$ cat src/rtl/burst_seq_pkg.sv
package burst_seq_pkg;
  typedef struct packed {
    logic loadStart;
    logic stepBeat;
  } seqCtrl_t;
endpackage

$ cat src/rtl/burst_seq_ctrl.sv
module burst_seq_ctrl
  import burst_seq_pkg::*;
#(
  parameter int BURST_LEN = 4,
  localparam int BEAT_W = $clog2(BURST_LEN)
) (
  input  logic              clk,
  input  logic              rst,
  input  logic              burstStart,
  input  logic              advanceN,
  output seqCtrl_t          ctrl,
  output logic [BEAT_W-1:0] beatIdx,
  output logic              lastBeat
);
  logic [BEAT_W-1:0] beatReg;

  // a start outranks an advance
  always_comb begin
    ctrl.loadStart = burstStart;
    ctrl.stepBeat  = !burstStart && !advanceN;
  end

  always_ff @(posedge clk) begin
    if (rst)                 beatReg <= '0;
    else if (ctrl.loadStart) beatReg <= '0;
    else if (ctrl.stepBeat)  beatReg <= beatReg + 1'b1;
  end

  assign beatIdx  = beatReg;
  assign lastBeat = (beatReg == BEAT_W'(BURST_LEN - 1));
endmodule

$ cat src/rtl/burst_seq_dp.sv
module burst_seq_dp
  import burst_seq_pkg::*;
#(
  parameter int ADDR_W = 19,
  parameter int BURST_LEN = 4,
  localparam int BEAT_W = $clog2(BURST_LEN)
) (
  input  logic              clk,
  input  logic              rst,
  input  seqCtrl_t          ctrl,
  input  logic [BEAT_W-1:0] beatIdx,
  input  logic              modeInterleave,
  input  logic [ADDR_W-1:0] extAddr,
  output logic [ADDR_W-1:0] accessAddr
);
  logic [ADDR_W-1:0] startReg;
  logic [BEAT_W-1:0] linBits, xorBits;

  always_ff @(posedge clk) begin
    if (rst)                 startReg <= '0;
    else if (ctrl.loadStart) startReg <= extAddr;
  end

  assign linBits = startReg[BEAT_W-1:0] + beatIdx;

  for (genvar b = 0; b < BEAT_W; b++) begin : gXor
    assign xorBits[b] = startReg[b] ^ beatIdx[b];
  end

  assign accessAddr = {startReg[ADDR_W-1:BEAT_W], modeInterleave ? xorBits : linBits};
endmodule

$ cat src/rtl/burst_seq.sv
module burst_seq
  import burst_seq_pkg::*;
#(
  parameter int ADDR_W = 19,
  parameter int BURST_LEN = 4
) (
  input  logic              clk,
  input  logic              rst,
  input  logic              burstStart,
  input  logic              advanceN,
  input  logic              modeInterleave,
  input  logic [ADDR_W-1:0] extAddr,
  output logic [ADDR_W-1:0] accessAddr,
  output logic              lastBeat
);
  localparam int BEAT_W = $clog2(BURST_LEN);
  seqCtrl_t ctrl;
  logic [BEAT_W-1:0] beatIdx;

  burst_seq_ctrl #(.BURST_LEN(BURST_LEN)) uCtrl (
    .clk(clk), .rst(rst), .burstStart(burstStart), .advanceN(advanceN),
    .ctrl(ctrl), .beatIdx(beatIdx), .lastBeat(lastBeat)
  );

  burst_seq_dp #(.ADDR_W(ADDR_W), .BURST_LEN(BURST_LEN)) uDp (
    .clk(clk), .rst(rst), .ctrl(ctrl), .beatIdx(beatIdx),
    .modeInterleave(modeInterleave), .extAddr(extAddr), .accessAddr(accessAddr)
  );
endmodule

$ cat config.mk
export PLATFORM = sky130hd
export DESIGN_NAME = burst_seq
export DESIGN_NICKNAME = d
export VERILOG_FILES = /design/src/rtl/burst_seq_pkg.sv /design/src/rtl/burst_seq_ctrl.sv /design/src/rtl/burst_seq_dp.sv /design/src/rtl/burst_seq.sv
export SDC_FILE = /design/constraint.sdc
export NUM_CORES = 1
export LEC_CHECK = 0
export CAP_MARGIN = 20
export CELL_PAD_IN_SITES_DETAIL_PLACEMENT = 1
export CELL_PAD_IN_SITES_GLOBAL_PLACEMENT = 1
export CORE_ASPECT_RATIO = 0.75
export CORE_UTILIZATION = 23
export DETAILED_ROUTE_END_ITERATION = 8
export GPL_TIMING_DRIVEN = 0
export PLACE_DENSITY_LB_ADDON = 0.1
export SYNTH_ARGS = -nofsm -noshare
export SYNTH_HDL_FRONTEND = slang
export SYNTH_SLANG_ARGS = --single-unit
$ cat constraint.sdc
create_clock -name clk -period 1.1 [get_ports clk]
set_input_delay 0.165 -clock clk [delete_from_list [all_inputs] [get_ports clk]]
set_output_delay 0.165 -clock clk [all_outputs]
set_load 0.05 [all_outputs]
==> impl_metrics.toml, run 1 <==
[grt]
grt_use_total_pct = 10.02
grt_pass1_vias = 719
grtUsageMet2_pct = 17.12
gr-usage-met1_pct = 11.96
gr-total-overflow = 0
grt_pass1_wl_mm = 3.381
grt.busiest_layer = "met2"
grt_max_degree = 12
met3_usage_pct = 4.409
antenna_found_initial = 0

[cts]
clk_latency_ns = 0.25
cts_buffers = 3
ctsLongestPathBuffers = 2
ctsHoldBuffers = 0
cts_root_buf = "clkbuf_8"
cts_tree = "yes"
htree_levels = 1
path_clk_slew_ns = 0.08
clock-sinks = 21

[layout]
fin_nets = 164
seqCellArea_um2 = 422.9
finalNonFillerCells = 189
nFillCells = 438
mostFrequentLayoutCells = "buf_4, clkdlybuf4s50_1, mux2i_1"
n_antenna_cell = 0
stdcell_area_um2 = 1524
area_growth_pct = 59.22
layout-drive-gt1-share_pct = 40.15
multiInputGateArea_um2 = 397.9
final_util_pct = 39.82
layout_commonest_cell = "buf_4"

[worst_setup_path]
cp-endpoint = "accessAddr[1]"
worst-setup-path-type = "flop to output pin"
worstPathCellList = "ha_4 -> nor2b_4 -> xnor2_4 -> buf_6"
crit_start = "uDp.startReg[0]"
ff2ff_setup_slack_ns = 0.05
crit_slowest_cell = "dfxtp_2"
cp.required_ns = 0.94
crit_path_start_kind = "flop"
cp-end-kind = "output pin"
crit_arrival_ns = 1.21
reg2reg_to = "uCtrl.beatIdx[1]"
cp_max_fo = 2
regToRegStartpoint = "uCtrl.beatIdx[0]"
slowest_delay_ns = 0.36
rr_worst_depth = 4

[sta]
setup_violations = 3
skew_ns = 0.00004038
finalHoldViolations = 0
finalHoldWorstSlack_ns = 0.2082
rsz0062_at_grt = "yes"
tightest_slew_ns = 0.2752
fmax_ghz = 0.7297
drv_slew = 0
max-slew-margin-rel_pct = 81.56
fin_ws_ns = -0.2704
post-route-min-period_ns = 1.370
post-route-period-util_pct = 124.6

[power_and_ir_drop]
finalPower_mw = 1.852
irDropWorstVdd_v = 0.0005181
power.leakage_nw = 0.7148
cellPowerDensity_nw_per_um2 = 1215

[logic_synthesis]
syn_area_um2 = 957.2
synth_cells = 90
avgSynthCellArea_um2 = 10.64
synth_warnings = 0
synth_seq_cells = 21
synth.distinct_cells = 13
syn_nets = 116
ys_seq_area_share_pct = 43.92

[floorplan]
rows = 19
die_w_um = 76.49
dieArea_um2 = 4426
core_area_um2 = 3827
die_h_um = 57.87
initial_core_util_pct = 25.01
num_io_pins = 44

[placed_design]
port_buffers = 42
placed_cell_area_um2 = 1473
dp_cells = 184
place_congestion = 0.6402

[route]
vias_per_cell = 3.857
first_pass_iters = 2
drt_iter0_markers = 5
drcViolationCount = 0
wirelength_mm = 2.130
wl_per_cell_um = 11.27
final_antenna_net_count = 0
num_vias = 729

[hold_path]
hold_path.class = "input port to flop"

[run]
maxCapViolations = 0

[run_status]
status = "complete, but fails checks"
violations = "setup timing"
[cell usage after synthesis]
cell type  instances  area share (%)
buf_12             2             4.2
buf_2              1            0.52
buf_4             17              13
buf_6              1             1.2
clkbuf_1           1            0.39
dfxtp_1           21              44
ha_1               2             2.6
mux2i_1           20              21
nor2_1            19             7.5
nor2b_1            1            0.65
nor3_2             2             2.1
xnor2_1            2             1.8
xor2_1             1            0.92
[logic make-up after synthesis]
| family | count (synthesis) | synth area share, % |
|---|---|---|
| multiplexers | 20 | 20.91 |
| flip-flops | 21 | 43.92 |
| XOR/XNOR | 3 | 2.746 |
| buffers and inverters | 22 | 19.61 |
| AND/OR/NAND/NOR | 22 | 10.20 |
| adder cells (fa/ha/maj) | 2 | 2.614 |
[per-layer routing]
layer	vias to the layer above	wire [um]
met4	0	13
met2	20	1061
met3	2	114
met5	-	0
li1	367	-
met1	340	940
[registers in the layout, indices dropped and copies added (netlist names)]
register	cells
uDp.startReg	19
uCtrl.beatIdx	2
[metrics by stage]
step	setup WS [ns]	TNS, ns
6_report	-0.2704	-0.4545
5_1_grt	-0.3416	-0.6020
4_1_cts	-0.2944	-0.4971
3_5_place_dp	-0.7927	-9.670
3_3_place_gp	-0.7844	-8.664
2_1_floorplan	-0.02183	-0.02183
[layout make-up]
class	instances	area share, %
sequential	21	27.75
timing repair buffer	43	26.52
multi-input combinational	47	26.11
buffer	22	12.40
tap	52	4.269
clock buffer	4	2.956
[timing repair]
action                     CTS  global route
gates resized for setup    129             3
pin swaps                    1             0
setup endpoints to repair   30             6
buffers inserted             1             0
[power by group]
part	total, mW	internal (mW)	leakage (nW)	switching [mW]
registers	0.830	0.805	0.174	0.0255
clock network	0.499	0.258	0.0228	0.241
logic	0.522	0.257	0.518	0.265
[critical path, delay by kind of cell (launching register included)]
family                     cells  cell delay [ns]
adders and majority gates      1             0.13
and+or+nand+nor                1             0.17
DFF                            1             0.36
buffers and inverters          1             0.17
xor gates and xnor gates       1             0.12
[worst min-delay path by stage]
stage / to / startpoint / slack [ns] / cells after the start
detailed placement: uDp.startReg[9] / burstStart / 0.45 / 3
floorplan: uCtrl.beatIdx[0] / rst / 0.23 / 1
global placement: uDp.startReg[9] / burstStart / 0.45 / 3
global route: uDp.startReg[9] / burstStart / 0.22 / 3
CTS: uDp.startReg[9] / burstStart / 0.18 / 3
finish: uDp.startReg[9] / burstStart / 0.21 / 3
Power figures use the tool's default switching activity.
==> inputs of run 2 (changes only) <==
- CORE_ASPECT_RATIO: 0.75 -> not set
- clock period: 1.1 -> 1.6 ns (I/O delays scaled with it)
==> run 2 against run 1 <==
The flow now finishes without violations. Cell count is 1.6% lower. Via count down 0.41%. Global-route usage grew 0.54 points.
==> impl_metrics.toml, run 2 (synthesized netlist as in run 1, its figures left out) <==
[route]
drcViolationCount = 0
wl_met3_um = 126
wirelength_mm = 1.998
first_pass_iters = 4
vias_per_cell = 3.903
m1WireLength_um = 855
final_antenna_net_count = 0
top_layer = "met4"
wl_per_cell_um = 10.74
drt_iter0_markers = 17
num_vias = 726
wl_met2_um = 975

[worst_setup_path]
crit_slowest_cell = "clkdlybuf4s15_1"
cp.required_ns = 1.36
ff2ff_setup_slack_ns = 0.65
cp-end-kind = "output pin"
worst-setup-path-type = "flop to output pin"
regToRegStartpoint = "uCtrl.beatIdx[0]"
cp_max_fo = 3
critical_path.top_delay_family = "buffers and inverters"
slowest_delay_ns = 0.49
rr_worst_depth = 3
reg2reg_to = "uCtrl.beatIdx[1]"
crit_path_start_kind = "flop"
critPathBufInv = 1
crit_start = "uCtrl.beatIdx[1]"
worstPathCellList = "ha_1 -> clkdlybuf4s15_1"
crit_arrival_ns = 1.28

[sta]
setup_tns_ns = 0
tightest_slew_ns = 0.4975
drv_slew = 0
rsz0062_at_grt = "no"
skew_ns = 0.0001179
finalHoldViolations = 0
finalHoldWorstSlack_ns = 0.2644
post-route-period-util_pct = 95.16
fin_ws_ns = 0.07741
fmax_ghz = 0.6568
max-slew-margin-rel_pct = 66.97
setup_violations = 0
post-route-min-period_ns = 1.523

[layout]
layout_commonest_cell = "clkdlybuf4s50_1"
stdcell_area_um2 = 1478
fin_nets = 163
largest_reg_flops = 19
area_growth_pct = 54.38
nFillCells = 454
mostFrequentLayoutCells = "clkdlybuf4s50_1, mux2i_1, dfxtp_1"
n_antenna_cell = 0
regMostFlops = "uDp.startReg"
layout-drive-gt1-share_pct = 22.79

[placed_design]
hpwl_mm = 1.555
pre_cts_ws_ns = -0.4089
place_congestion = 0.6041
placed_cell_area_um2 = 1448
port_buffers = 42

[cts]
ctsLongestPathBuffers = 2
cts_tree = "yes"
clk_latency_ns = 0.25
htree_levels = 1
path_clk_slew_ns = 0.07
cts_buffers = 3
cts_root_buf = "clkbuf_8"
clock-sinks = 21

[power_and_ir_drop]
finalPower_mw = 1.238
irDropWorstVdd_v = 0.0004266
swShare_pct = 28.59
power.leakage_nw = 0.7346
combinationalPowerShare_pct = 26.5
clock_power_share_pct = 27.5
switching_power_mw = 0.3538
cell_internal_pwr_mw = 0.8837
pwr-share-seq_pct = 46.0
cellPowerDensity_nw_per_um2 = 837.5

[grt]
grt_use_total_pct = 10.56
grt_pass1_wl_mm = 3.484
grt_pass1_vias = 812
gr-total-overflow = 0
antenna_found_initial = 0
grt_max_degree = 12

[floorplan]
die_w_um = 66.51
initial_core_util_pct = 23.93
dieArea_um2 = 4424
rows = 23
die_h_um = 66.51
num_io_pins = 44
core_area_um2 = 4000

[run]
maxCapViolations = 0

[hold_path]
hold_start = "burstStart"
min_path_cells = 3
hold_path.class = "input port to flop"
worst_hold_path.endpoint = "uDp.startReg[9]"

[run_status]
status = "completed"
## run 2: changes by cell type in the layout (fill, tap and decap cells not counted), sizes merged
cell           delta
buf              -20
clkdlybuf4s15     +2
dlygate4sd2      +17
## run 2: how the worst max path moves through the flow
stage / slack (ns) / depth (start not counted) / endpoint
after CTS: 0.009 / 2 / lastBeat
after detailed placement: -0.41 / 4 / accessAddr[1]
after floorplan: 0.22 / 3 / accessAddr[1]
final: 0.08 / 2 / lastBeat
after global placement: -0.41 / 4 / accessAddr[1]
after global routing: 0.003 / 2 / lastBeat
## run 2: final cells by class
| class | count | area [um^2] | area share (%) |
|---|---|---|---|
| Clock buffer | 4 | 45.04 | 3.048 |
| Sequential cell | 21 | 421.7 | 28.54 |
| Buffer | 22 | 187.7 | 12.70 |
| Multi-Input combinational cell | 47 | 359.1 | 24.30 |
| Tap cell | 50 | 62.56 | 4.234 |
| Timing Repair Buffer | 42 | 401.6 | 27.18 |
## run 2: what timing repair did
action,CTS,global route
buffers inserted,0,0
setup endpoints to repair,20,2
gates resized for setup,28,3
hold buffers,0,0
## run 2: through the flow
| step | cells | utilization (%) |
|---|---|---|
| after floorplan | 90 | - |
| after global placement | 182 | 36.19 |
| after detailed placement | 182 | 36.19 |
| after CTS | 186 | 36.78 |
| after global routing | 186 | 36.94 |
| final | 186 | 36.94 |
## run 2: power by group through the flow
stage / clock network [mW] / logic [mW] / registers [mW]
6_report: 0.340 / 0.328 / 0.569
5_1_grt: 0.388 / 0.352 / 0.573
4_1_cts: 0.362 / 0.332 / 0.569
3_5_place_dp: 0 / 0.350 / 0.581
3_3_place_gp: 0 / 0.347 / 0.579
2_1_floorplan: 0 / 0.228 / 0.577
## run 2: worst min-delay path: stages
cell	delay, ns
buf_6	0.10
mux2i_1	0.07
nor2_1	0.07
## run 2: metal layers
layer  vias up  global-route usage [%]
li1        365                       -
met1       332                   11.69
met2        24                   18.49
met3         5                   2.568
met4         0                   5.585
met5         -                       0
